<file path="src/rtl/nrs_pkg.sv">
package nrs_pkg;
  typedef enum logic [2:0] {
    ST_IDLE    = 3'd0,
    ST_SETUP   = 3'd1,
    ST_WAIT_N  = 3'd2,
    ST_WAIT_EN = 3'd3,
    ST_POLL    = 3'd4,
    ST_EXIT    = 3'd5,
    ST_DONE    = 3'd6,
    ST_TMO     = 3'd7
  } nrs_state_e;
endpackage

</file>
<file path="src/rtl/nrs_sync.sv">
module nrs_sync #(
  parameter int STAGES = 2
) (
  input  logic clk,
  input  logic rst_n,
  input  logic d_async,
  output logic q
);
  logic [STAGES-1:0] chain_q;

  always_ff @(posedge clk or negedge rst_n) begin
    if (!rst_n) chain_q <= '0;
    else        chain_q <= {chain_q[STAGES-2:0], d_async};
  end

  assign q = chain_q[STAGES-1];
endmodule

</file>
<file path="src/rtl/nrs_tick_count.sv">
module nrs_tick_count #(
  parameter int LIMIT = 500
) (
  input  logic clk,
  input  logic rst_n,
  input  logic active,
  input  logic tick,
  output logic last
);
  localparam int CW = (LIMIT > 1) ? $clog2(LIMIT) : 1;
  localparam logic [CW-1:0] TOP = CW'(LIMIT - 1);

  logic [CW-1:0] cnt_q, cnt_d;
  logic          cnt_en;

  assign last   = active && tick && (cnt_q == TOP);
  assign cnt_en = !active || tick;

  always_comb begin
    cnt_d = cnt_q;
    if (!active)   cnt_d = '0;
    else if (last) cnt_d = '0;
    else           cnt_d = cnt_q + 1'b1;
  end

  always_ff @(posedge clk or negedge rst_n) begin
    if (!rst_n)      cnt_q <= '0;
    else if (cnt_en) cnt_q <= cnt_d;
  end

  AST_CNT_RANGE: assert property (@(posedge clk) disable iff (!rst_n)
    cnt_q <= TOP);
endmodule

</file>
<file path="src/rtl/nrs_fsm.sv">
module nrs_fsm
  import nrs_pkg::*;
#(
  parameter int             NW      = 8,
  parameter int             SW      = 8,
  parameter logic [NW-1:0]  N_RESET = NW'(40),
  parameter logic [SW-1:0]  STEP_A  = SW'(8'h2B),
  parameter logic [SW-1:0]  STEP_B  = SW'(8'h0B)
) (
  input  logic          clk,
  input  logic          rst_n,
  input  logic          req,
  input  logic [NW-1:0] req_n,
  input  logic          us_tick,
  input  logic          ramp_done_s,
  input  logic          settle_last,
  input  logic          poll_last,
  output logic          settle_active,
  output logic          poll_active,
  output logic [NW-1:0] coeff_n,
  output logic [SW-1:0] step_a,
  output logic [SW-1:0] step_b,
  output logic          slowdown_en,
  output logic          ramp_en,
  output logic          done,
  output logic          timeout
);
  nrs_state_e    state_q, state_d;
  logic [NW-1:0] tgt_q, coeff_q;
  logic [SW-1:0] stepa_q, stepb_q;
  logic          slow_q, ramp_q, ok_q;

  logic accept, coeff_ld, ramp_set, slow_set, bits_clr, ok_ld;

  assign accept   = (state_q == ST_IDLE) && req && (req_n != coeff_q);
  assign slow_set = (state_q == ST_SETUP);
  assign coeff_ld = (state_q == ST_WAIT_N) && settle_last;
  assign ramp_set = (state_q == ST_WAIT_EN) && settle_last;
  assign ok_ld    = (state_q == ST_POLL) && us_tick;
  assign bits_clr = (state_q == ST_EXIT);

  always_comb begin
    state_d = state_q;
    unique case (state_q)
      ST_IDLE:    if (req) state_d = (req_n == coeff_q) ? ST_DONE : ST_SETUP;
      ST_SETUP:   state_d = ST_WAIT_N;
      ST_WAIT_N:  if (settle_last) state_d = ST_WAIT_EN;
      ST_WAIT_EN: if (settle_last) state_d = ST_POLL;
      ST_POLL:    if (us_tick && (ramp_done_s || poll_last)) state_d = ST_EXIT;
      ST_EXIT:    state_d = ok_q ? ST_DONE : ST_TMO;
      ST_DONE:    state_d = ST_IDLE;
      ST_TMO:     state_d = ST_IDLE;
      default:    state_d = ST_IDLE;
    endcase
  end

  always_ff @(posedge clk or negedge rst_n) begin
    if (!rst_n) state_q <= ST_IDLE;
    else        state_q <= state_d;
  end

  always_ff @(posedge clk or negedge rst_n) begin
    if (!rst_n) begin
      tgt_q   <= '0;
      stepa_q <= '0;
      stepb_q <= '0;
    end else if (accept) begin
      tgt_q   <= req_n;
      stepa_q <= STEP_A;
      stepb_q <= STEP_B;
    end
  end

  always_ff @(posedge clk or negedge rst_n) begin
    if (!rst_n)        coeff_q <= N_RESET;
    else if (coeff_ld) coeff_q <= tgt_q;
  end

  always_ff @(posedge clk or negedge rst_n) begin
    if (!rst_n)                    slow_q <= 1'b0;
    else if (slow_set || bits_clr) slow_q <= slow_set;
  end

  always_ff @(posedge clk or negedge rst_n) begin
    if (!rst_n)                    ramp_q <= 1'b0;
    else if (ramp_set || bits_clr) ramp_q <= ramp_set;
  end

  always_ff @(posedge clk or negedge rst_n) begin
    if (!rst_n)     ok_q <= 1'b0;
    else if (ok_ld) ok_q <= ramp_done_s;
  end

  assign settle_active = (state_q == ST_WAIT_N) || (state_q == ST_WAIT_EN);
  assign poll_active   = (state_q == ST_POLL);
  assign coeff_n       = coeff_q;
  assign step_a        = stepa_q;
  assign step_b        = stepb_q;
  assign slowdown_en   = slow_q;
  assign ramp_en       = ramp_q;
  assign done          = (state_q == ST_DONE);
  assign timeout       = (state_q == ST_TMO);

  AST_PULSE_EXCL: assert property (@(posedge clk) disable iff (!rst_n)
    !(done && timeout));
  AST_DONE_SINGLE: assert property (@(posedge clk) disable iff (!rst_n)
    done |=> !done);
  AST_TMO_SINGLE: assert property (@(posedge clk) disable iff (!rst_n)
    timeout |=> !timeout);
  AST_STEPS_FIRST: assert property (@(posedge clk) disable iff (!rst_n)
    $rose(slowdown_en) |-> (step_a == STEP_A && step_b == STEP_B));
  AST_RAMP_IN_SLOW: assert property (@(posedge clk) disable iff (!rst_n)
    ramp_en |-> slowdown_en);
  AST_N_WRITE_WINDOW: assert property (@(posedge clk) disable iff (!rst_n)
    !$stable(coeff_n) |-> (slowdown_en && !ramp_en));
  AST_CLEAR_TOGETHER: assert property (@(posedge clk) disable iff (!rst_n)
    $fell(slowdown_en) |-> !ramp_en);
  AST_TMO_CLEAN: assert property (@(posedge clk) disable iff (!rst_n)
    timeout |-> (!slowdown_en && !ramp_en));
  AST_BUSY_IGNORE: assert property (@(posedge clk) disable iff (!rst_n)
    (done || timeout) |=> !slowdown_en);
endmodule

</file>
<file path="src/rtl/ndiv_ramp_seq.sv">
module ndiv_ramp_seq #(
  parameter int            NW        = 8,
  parameter int            SW        = 8,
  parameter logic [NW-1:0] N_RESET   = NW'(40),
  parameter int            SETTLE_US = 1,
  parameter int            POLL_MAX  = 500,
  parameter int            SYNC_FF   = 2
) (
  input  logic          clk,
  input  logic          rst_n,
  input  logic          us_tick,
  input  logic          req,
  input  logic [NW-1:0] req_n,
  input  logic          ramp_done_async,
  output logic [NW-1:0] coeff_n,
  output logic [SW-1:0] step_a,
  output logic [SW-1:0] step_b,
  output logic          slowdown_en,
  output logic          ramp_en,
  output logic          done,
  output logic          timeout
);
  logic ramp_done_s, settle_active, poll_active, settle_last, poll_last;

  nrs_sync #(.STAGES(SYNC_FF)) u_sync (
    .clk(clk), .rst_n(rst_n), .d_async(ramp_done_async), .q(ramp_done_s)
  );

  nrs_tick_count #(.LIMIT(SETTLE_US)) u_settle (
    .clk(clk), .rst_n(rst_n), .active(settle_active), .tick(us_tick),
    .last(settle_last)
  );

  nrs_tick_count #(.LIMIT(POLL_MAX)) u_poll (
    .clk(clk), .rst_n(rst_n), .active(poll_active), .tick(us_tick),
    .last(poll_last)
  );

  nrs_fsm #(.NW(NW), .SW(SW), .N_RESET(N_RESET)) u_fsm (
    .clk(clk), .rst_n(rst_n), .req(req), .req_n(req_n), .us_tick(us_tick),
    .ramp_done_s(ramp_done_s), .settle_last(settle_last), .poll_last(poll_last),
    .settle_active(settle_active), .poll_active(poll_active),
    .coeff_n(coeff_n), .step_a(step_a), .step_b(step_b),
    .slowdown_en(slowdown_en), .ramp_en(ramp_en), .done(done), .timeout(timeout)
  );
endmodule

</file>
<file path="config.mk">
export PLATFORM = sky130hd
export DESIGN_NAME = ndiv_ramp_seq
export DESIGN_NICKNAME = d
export VERILOG_FILES = /design/src/rtl/nrs_pkg.sv /design/src/rtl/nrs_sync.sv /design/src/rtl/nrs_tick_count.sv /design/src/rtl/nrs_fsm.sv /design/src/rtl/ndiv_ramp_seq.sv
export SDC_FILE = /design/constraint.sdc
export NUM_CORES = 1
export LEC_CHECK = 0
export BUFFER_PORTS_ARGS = -buffer_cell sky130_fd_sc_hd__buf_2
export CORE_ASPECT_RATIO = 1.25
export CORE_UTILIZATION = 50
export DETAILED_ROUTE_END_ITERATION = 6
export PLACE_DENSITY = 0.85
export SYNTH_ARGS = -nofsm -noshare
export SYNTH_HDL_FRONTEND = slang
export SYNTH_HIERARCHICAL = 1
export SYNTH_SLANG_ARGS = --single-unit
</file>
<file path="constraint.sdc">
create_clock -name clk -period 2.4 [get_ports clk]
set_clock_uncertainty 0.15 [all_clocks]
set_input_delay 0.12 -clock clk [delete_from_list [all_inputs] [get_ports clk]]
set_output_delay 0.12 -clock clk [all_outputs]
set_load 0.05 [all_outputs]
</file>
==> After elaboration in Yosys (flattened, before gate mapping) <==
Cells that the tools add are included.
Widths: inputs -> output; s select.
{ "word_totals": {"input_bits": 13, "word_cells": 59, "reg_bits": 36, "out_inout_bits": 28} }
{ "op_classes": {"muxes": 11, "bitwise": 1, "add_sub_neg": 2, "reduce_logical": 20, "n_eq_ne": 14} }
{ "op_table": {"columns": ["operator", "count"], "rows": [
  ["$pmux 3 s7", 1],
  ["$mux 9", 2],
  ["$mux 3", 5],
  ["$eq 3x3->1 const B", 4],
  ["$add 9x1->9 const B", 1],
  ["$eq 9x9->1 const B", 1],
  ["$logic_and 1x1->1", 9],
  ["$eq 8x8->1", 1],
  ["$ne 8x8->1", 1],
  ["$eq 3x2->1 const B", 2],
  ["$logic_or 1x1->1", 6],
  ["$ne 2x1->1 const B", 3],
  ["$reduce_and 4->1", 1],
  ["$eq 3x1->1 const B", 1],
  ["$logic_not 3->1", 1],
  ["$mux 1", 3],
  ["$logic_not 1->1", 2],
  ["$ne 2x2->1 const B", 1],
  ["$reduce_or 2->1", 1],
  ["$add 1x1->1 const B", 1],
  ["$not 1->1", 1]
]} }

==> Longest topological paths before layout <==
{ "logic_depth": {"word_depth": 7, "mapped_depth": 8, "mapped_depth_nobuf": 7} }

==> Hierarchy <==
Netlist, hierarchy kept.
{ "by_module_without_submodules": {"columns": ["module", "cells_each", "seq_area_each_um2", "instances", "area_per_inst_um2"], "rows": [
  ["nrs_fsm", 102, 578.1, 1, 1228.7],
  ["nrs_tick_count (u_poll)", 54, 225.2, 1, 534.3],
  ["nrs_sync", 2, 50.0, 1, 50.0],
  ["nrs_tick_count (u_settle)", 3, 25.0, 1, 42.5]
]} }

==> Least setup slack after synthesis <==
No wires, ideal clock.
{ "synth_path": {"path_kind": "register to register", "startpoint": "reg u_poll.cnt_q[0]", "endpoint": "reg u_fsm.state_q[0]", "path_buffers": 1, "stages_incl_launch_ff": 9, "setup_ns": 0.121, "t_required_ns": 2.129, "period_less_slack_ns": 2.117, "t_arrival_ns": 1.846, "setup_slack_ns": 0.283, "path_cell_list": "dfrtp_1 ha_1 and4bb_1 buf_6 and3_2 o21ai_0 a211oi_2 and3_1 a22o_1"} }
{ "synth_via": {"elab_chain_cells": 6} }
{ "synth_lines": {"columns": ["element", "line", "rtl"], "rows": [
  ["start: declaration", "nrs_tick_count.sv:13", "logic [CW-1:0] cnt_q, cnt_d;"],
  ["start signal: assignment", "nrs_tick_count.sv:28", "else if (cnt_en) cnt_q <= cnt_d;"],
  ["$eq 9x9->1", "nrs_tick_count.sv:16", "assign last = active && tick && (cnt_q == TOP);"],
  ["$logic_and 1x1->1", "nrs_tick_count.sv:16", null],
  ["named net poll_last", "ndiv_ramp_seq.sv:23", "logic ramp_done_s, settle_active, poll_active, settle_last, poll_last;"],
  ["$logic_or 1x1->1", "nrs_fsm.sv:49", "ST_POLL: if (us_tick && (ramp_done_s || poll_last)) state_d = ST_EXIT;"],
  ["$logic_and 1x1->1", "nrs_fsm.sv:49", null],
  ["$ne 2x1->1 (no source line)", null, null],
  ["$reduce_and 4->1 (no source line)", null, null],
  ["end signal: assignment", "nrs_fsm.sv:59", "else state_q <= state_d;"],
  ["end: declaration", "nrs_fsm.sv:28", "nrs_state_e state_q, state_d;"]
]} }
The timed path passes the listed nets, and every way through them passes these cells.
A chain may end at the register's enable or synchronous reset.

==> Worst setup path after layout <==
{ "layout_path": {"startpoint": "reg u_poll.cnt_q[4]", "endpoint": "reg u_fsm.state_q[2]"} }
Same word-level chain as after synthesis.

==> flow_summary.yaml <==
power_and_ir_drop:
  switching_share_pct: 43.1
  seqPwrFrac_pct: 37.4
  combPwrFrac_pct: 45.8
  powerDensity_nw_per_um2: 1140
  clock_power_share_pct: 16.8
  vdd_drop_max_mv: 1.14
  p_sw_mw: 1.06
  internal_power_mw: 1.41
  p_leak_nw: 0.975
  p_total_mw: 2.47
worst_setup_path:
  worst_ep_required_time_ns: 2.44
  cp_max_fo: 8
  cp-startpoint: "u_poll/cnt_q[4]$_DFFE_PN0P_"
  start_kind: "flip-flop"
  regToRegStartpoint: "u_poll/cnt_q[4]$_DFFE_PN0P_"
  critical_path_class: "reg2reg"
  crit_arrival_ns: 2.21
  crit_path_end_kind: "flip-flop"
place:
  pre_cts_slack_ns: 0.284
  dpl-instance-area_um2: 1970
  io_buffer_count: 31
  place_congestion: 0.806
  hpwlAfterDp_um: 2340
clock_network:
  clock-sinks: 35
  cts_resized: 0
  insertion_delay_ns: 0.28
  cts-buffers-inserted: 5
  post_cts_buffers: 0
  cts_buffer_depth: 2
  tritoncts: "built"
  clkTransAtPathRegs_ns: 0.07
  root_buffer: "clkbuf_8"
  ctsHoldBuffers: 10
  htree_levels: 2
detailed_routing:
  drt.antenna.violating_nets: 0
  drc: 0
  drtIter0Drc: 31
  viasPerCell: 5.51
  wire_per_inst_um: 14.2
  dr.pass1.iters: 4
  wirelength_um: 3410
  num_vias: 1327
logic_synthesis:
  yosysMostFrequentCell: "dfrtp_1"
  yosysUniqueCellTypes: 49
  ys_warn_count: 6
  synth_edf_count: 0
  ys.flop_type: "dfrtp_1"
  synthTopCellsByCount: "dfrtp_1 (33), buf_4 (17), mux2_2 (17)"
  synth.area.top_cells: "dfrtp_1 (45%), mux2_2 (10%), buf_4 (6.9%)"
  synth_area_um2: 1860
  synthDominantCellAreaShare_pct: 44.5
  syn_area_per_cell_um2: 11.5
  seq_area_frac_synth_pct: 47.3
  synth_seq_cells: 35
  yosysTopAreaCell: "dfrtp_1"
  async_flop_share_pct: 100
  syn_inst: 161
sta:
  setup_slack_ns: 0.234
  setup_tns_ns: 0
  tightest_slew_ns: 0.746
  max_freq_mhz: 462
  setup_viol_count_final: 0
  slew_viol_final: 0
  rsz0062_at_grt: "false"
  min_period_over_period_pct: 90.2
  fin_crit_ns: 2.17
  hold_violations: 0
  slew_headroom_pct: 50.3
global_route:
  overflow: 0
  grt_antenna_before_repair: 0
  track_usage_pct: 18.9
  grt_max_degree: 36
  grt_pass1_wl_um: 5780
  grt_pass1_vias: 1304
final_layout:
  fin_nets: 215
  area_growth_pct: 16.5
  final_area_um2: 2160
  drive_above_1_share_pct: 37.1
  num_antenna_cells: 0
floorplanning:
  top_level_ports: 41
  dieWidth_um: 56.5
  die-area_um2: 3960
  start_util_pct: 52.8
  core_um2: 3510
  die_height_um: 70.1
  placementRows: 24
run_status:
  status: "finished clean"
worst_hold_path:
  worstHoldStart: "req"
  hold_class: "in2reg"
flow_run:
  maxCapViolCount: 0
==> placed cells by master, fill, tap and decap left out, drive strengths merged, types with 2 or more instances in the layout <==
cell | synthesis | routed
a211o | 3 | 3
a21oi | 5 | 5
a22o | 2 | 2
a311oi | 2 | 2
a31oi | 3 | 3
a32o | 2 | 2
a41oi | 2 | 2
and3 | 3 | 3
and3b | 3 | 3
and4 | 3 | 3
buf | 20 | 37
clkbuf | 2 | 5
clkinv | 1 | 2
clkinvlp | 0 | 2
conb | 1 | 9
dfrtp | 33 | 33
dfstp | 2 | 2
dlygate4sd3 | 0 | 10
inv | 2 | 2
mux2 | 17 | 17
nand2 | 11 | 11
nand2b | 2 | 2
nand4 | 3 | 3
nor2 | 5 | 5
nor3 | 3 | 3
nor3b | 2 | 2
o211ai | 2 | 2
o21ai | 5 | 5
xnor2 | 8 | 8
==> final timing paths <==
kind	slack, ns	to	cells past startpoint
worst max register to register	0.23	u_fsm/state_q[2]$_DFFE_PN0P_	7
worst min register to register	0.20	u_sync/chain_q[1]$_DFF_PN0_	0
worst max-delay path	0.23	u_fsm/state_q[2]$_DFFE_PN0P_	7
worst min-delay path	0.08	u_fsm/step_b[0]$_DFFE_PN0P_	3
max in group asynchronous	1.31	u_poll/cnt_q[4]$_DFFE_PN0P_	2
min in group asynchronous	0.30	u_fsm/coeff_n[1]$_DFFE_PN0P_	2
==> per-layer routing <==
| metal | part of all wire (%) | wire length, um | global-route usage [%] |
|---|---|---|---|
| met2 | 54 | 1840 | 32.9 |
| met1 | 42 | 1420 | 22.9 |
| met4 | 0.73 | 25 | 5.15 |
| met3 | 3.8 | 129 | 5.00 |
| met5 | 0 | 0 | 0 |
==> cell type report <==
type / instances / area, um^2
tap: 39 / 48.8
clock buffer: 5 / 68.8
timing repair buffer: 47 / 300
fill: 291 / 1350
sequential: 35 / 878
clock inverter: 3 / 20.0
multi-input combinational: 109 / 833
inverter: 3 / 11.3
==> state kept, by name (all words and copies together) (netlist names) <==
register	cells
u_fsm/ramp_en	1
u_poll/cnt_q	9
u_fsm/state_q	3
u_fsm/step_b	1
u_fsm/ok_q	1
u_fsm/coeff_n	8
u_fsm/tgt_q	8
u_fsm/slowdown_en	1
u_sync/chain_q	2
u_settle/cnt_q	1
==> logic make-up (layout without fill, tap and decap cells) <==
family,Yosys count,count (layout),synth area share (%)
AO/OA/AOI/OAI,31,31,13.3
XOR/XNOR,9,9,4.25
flip-flops,35,35,47.3
AND/OR/NAND/NOR,42,42,14.6
other,1,9,0.202
multiplexers,17,17,10.3
buffers and inverters,25,58,9.37
adder cells (fa/ha/maj),1,1,0.674
==> power by group through the flow <==
stage                     sequential, mW  clock, mW  combinational [mW]
after global routing               0.947      0.459                1.20
final                              0.924      0.416                1.13
after floorplan                     1.19          0               0.654
after CTS                          0.924      0.428                1.13
after detailed placement           0.934          0                1.11
after global placement             0.922          0                1.09
==> critical path, stage by stage, from the launching register on <==
cell and delay, ns:
dfrtp_1 0.46, and4_1 0.29, and2_1 0.16, and3_2 0.17, o21ai_0 0.13, a211o_1 0.33, or3_1 0.30, o221ai_1 0.08
==> per-stage QoR <==
step / utilization, % / hold slack (ns) / instances
finish: 61.5 / 0.0805 / 241
global route: 61.5 / 0.0828 / 241
CTS: 61.5 / 0.0753 / 241
detailed placement: 56.1 / 0.0799 / 223
global placement: 56.1 / 0.0782 / 223
floorplan: - / -0.326 / 169
Note: power is estimated with default switching activity, not from simulation.
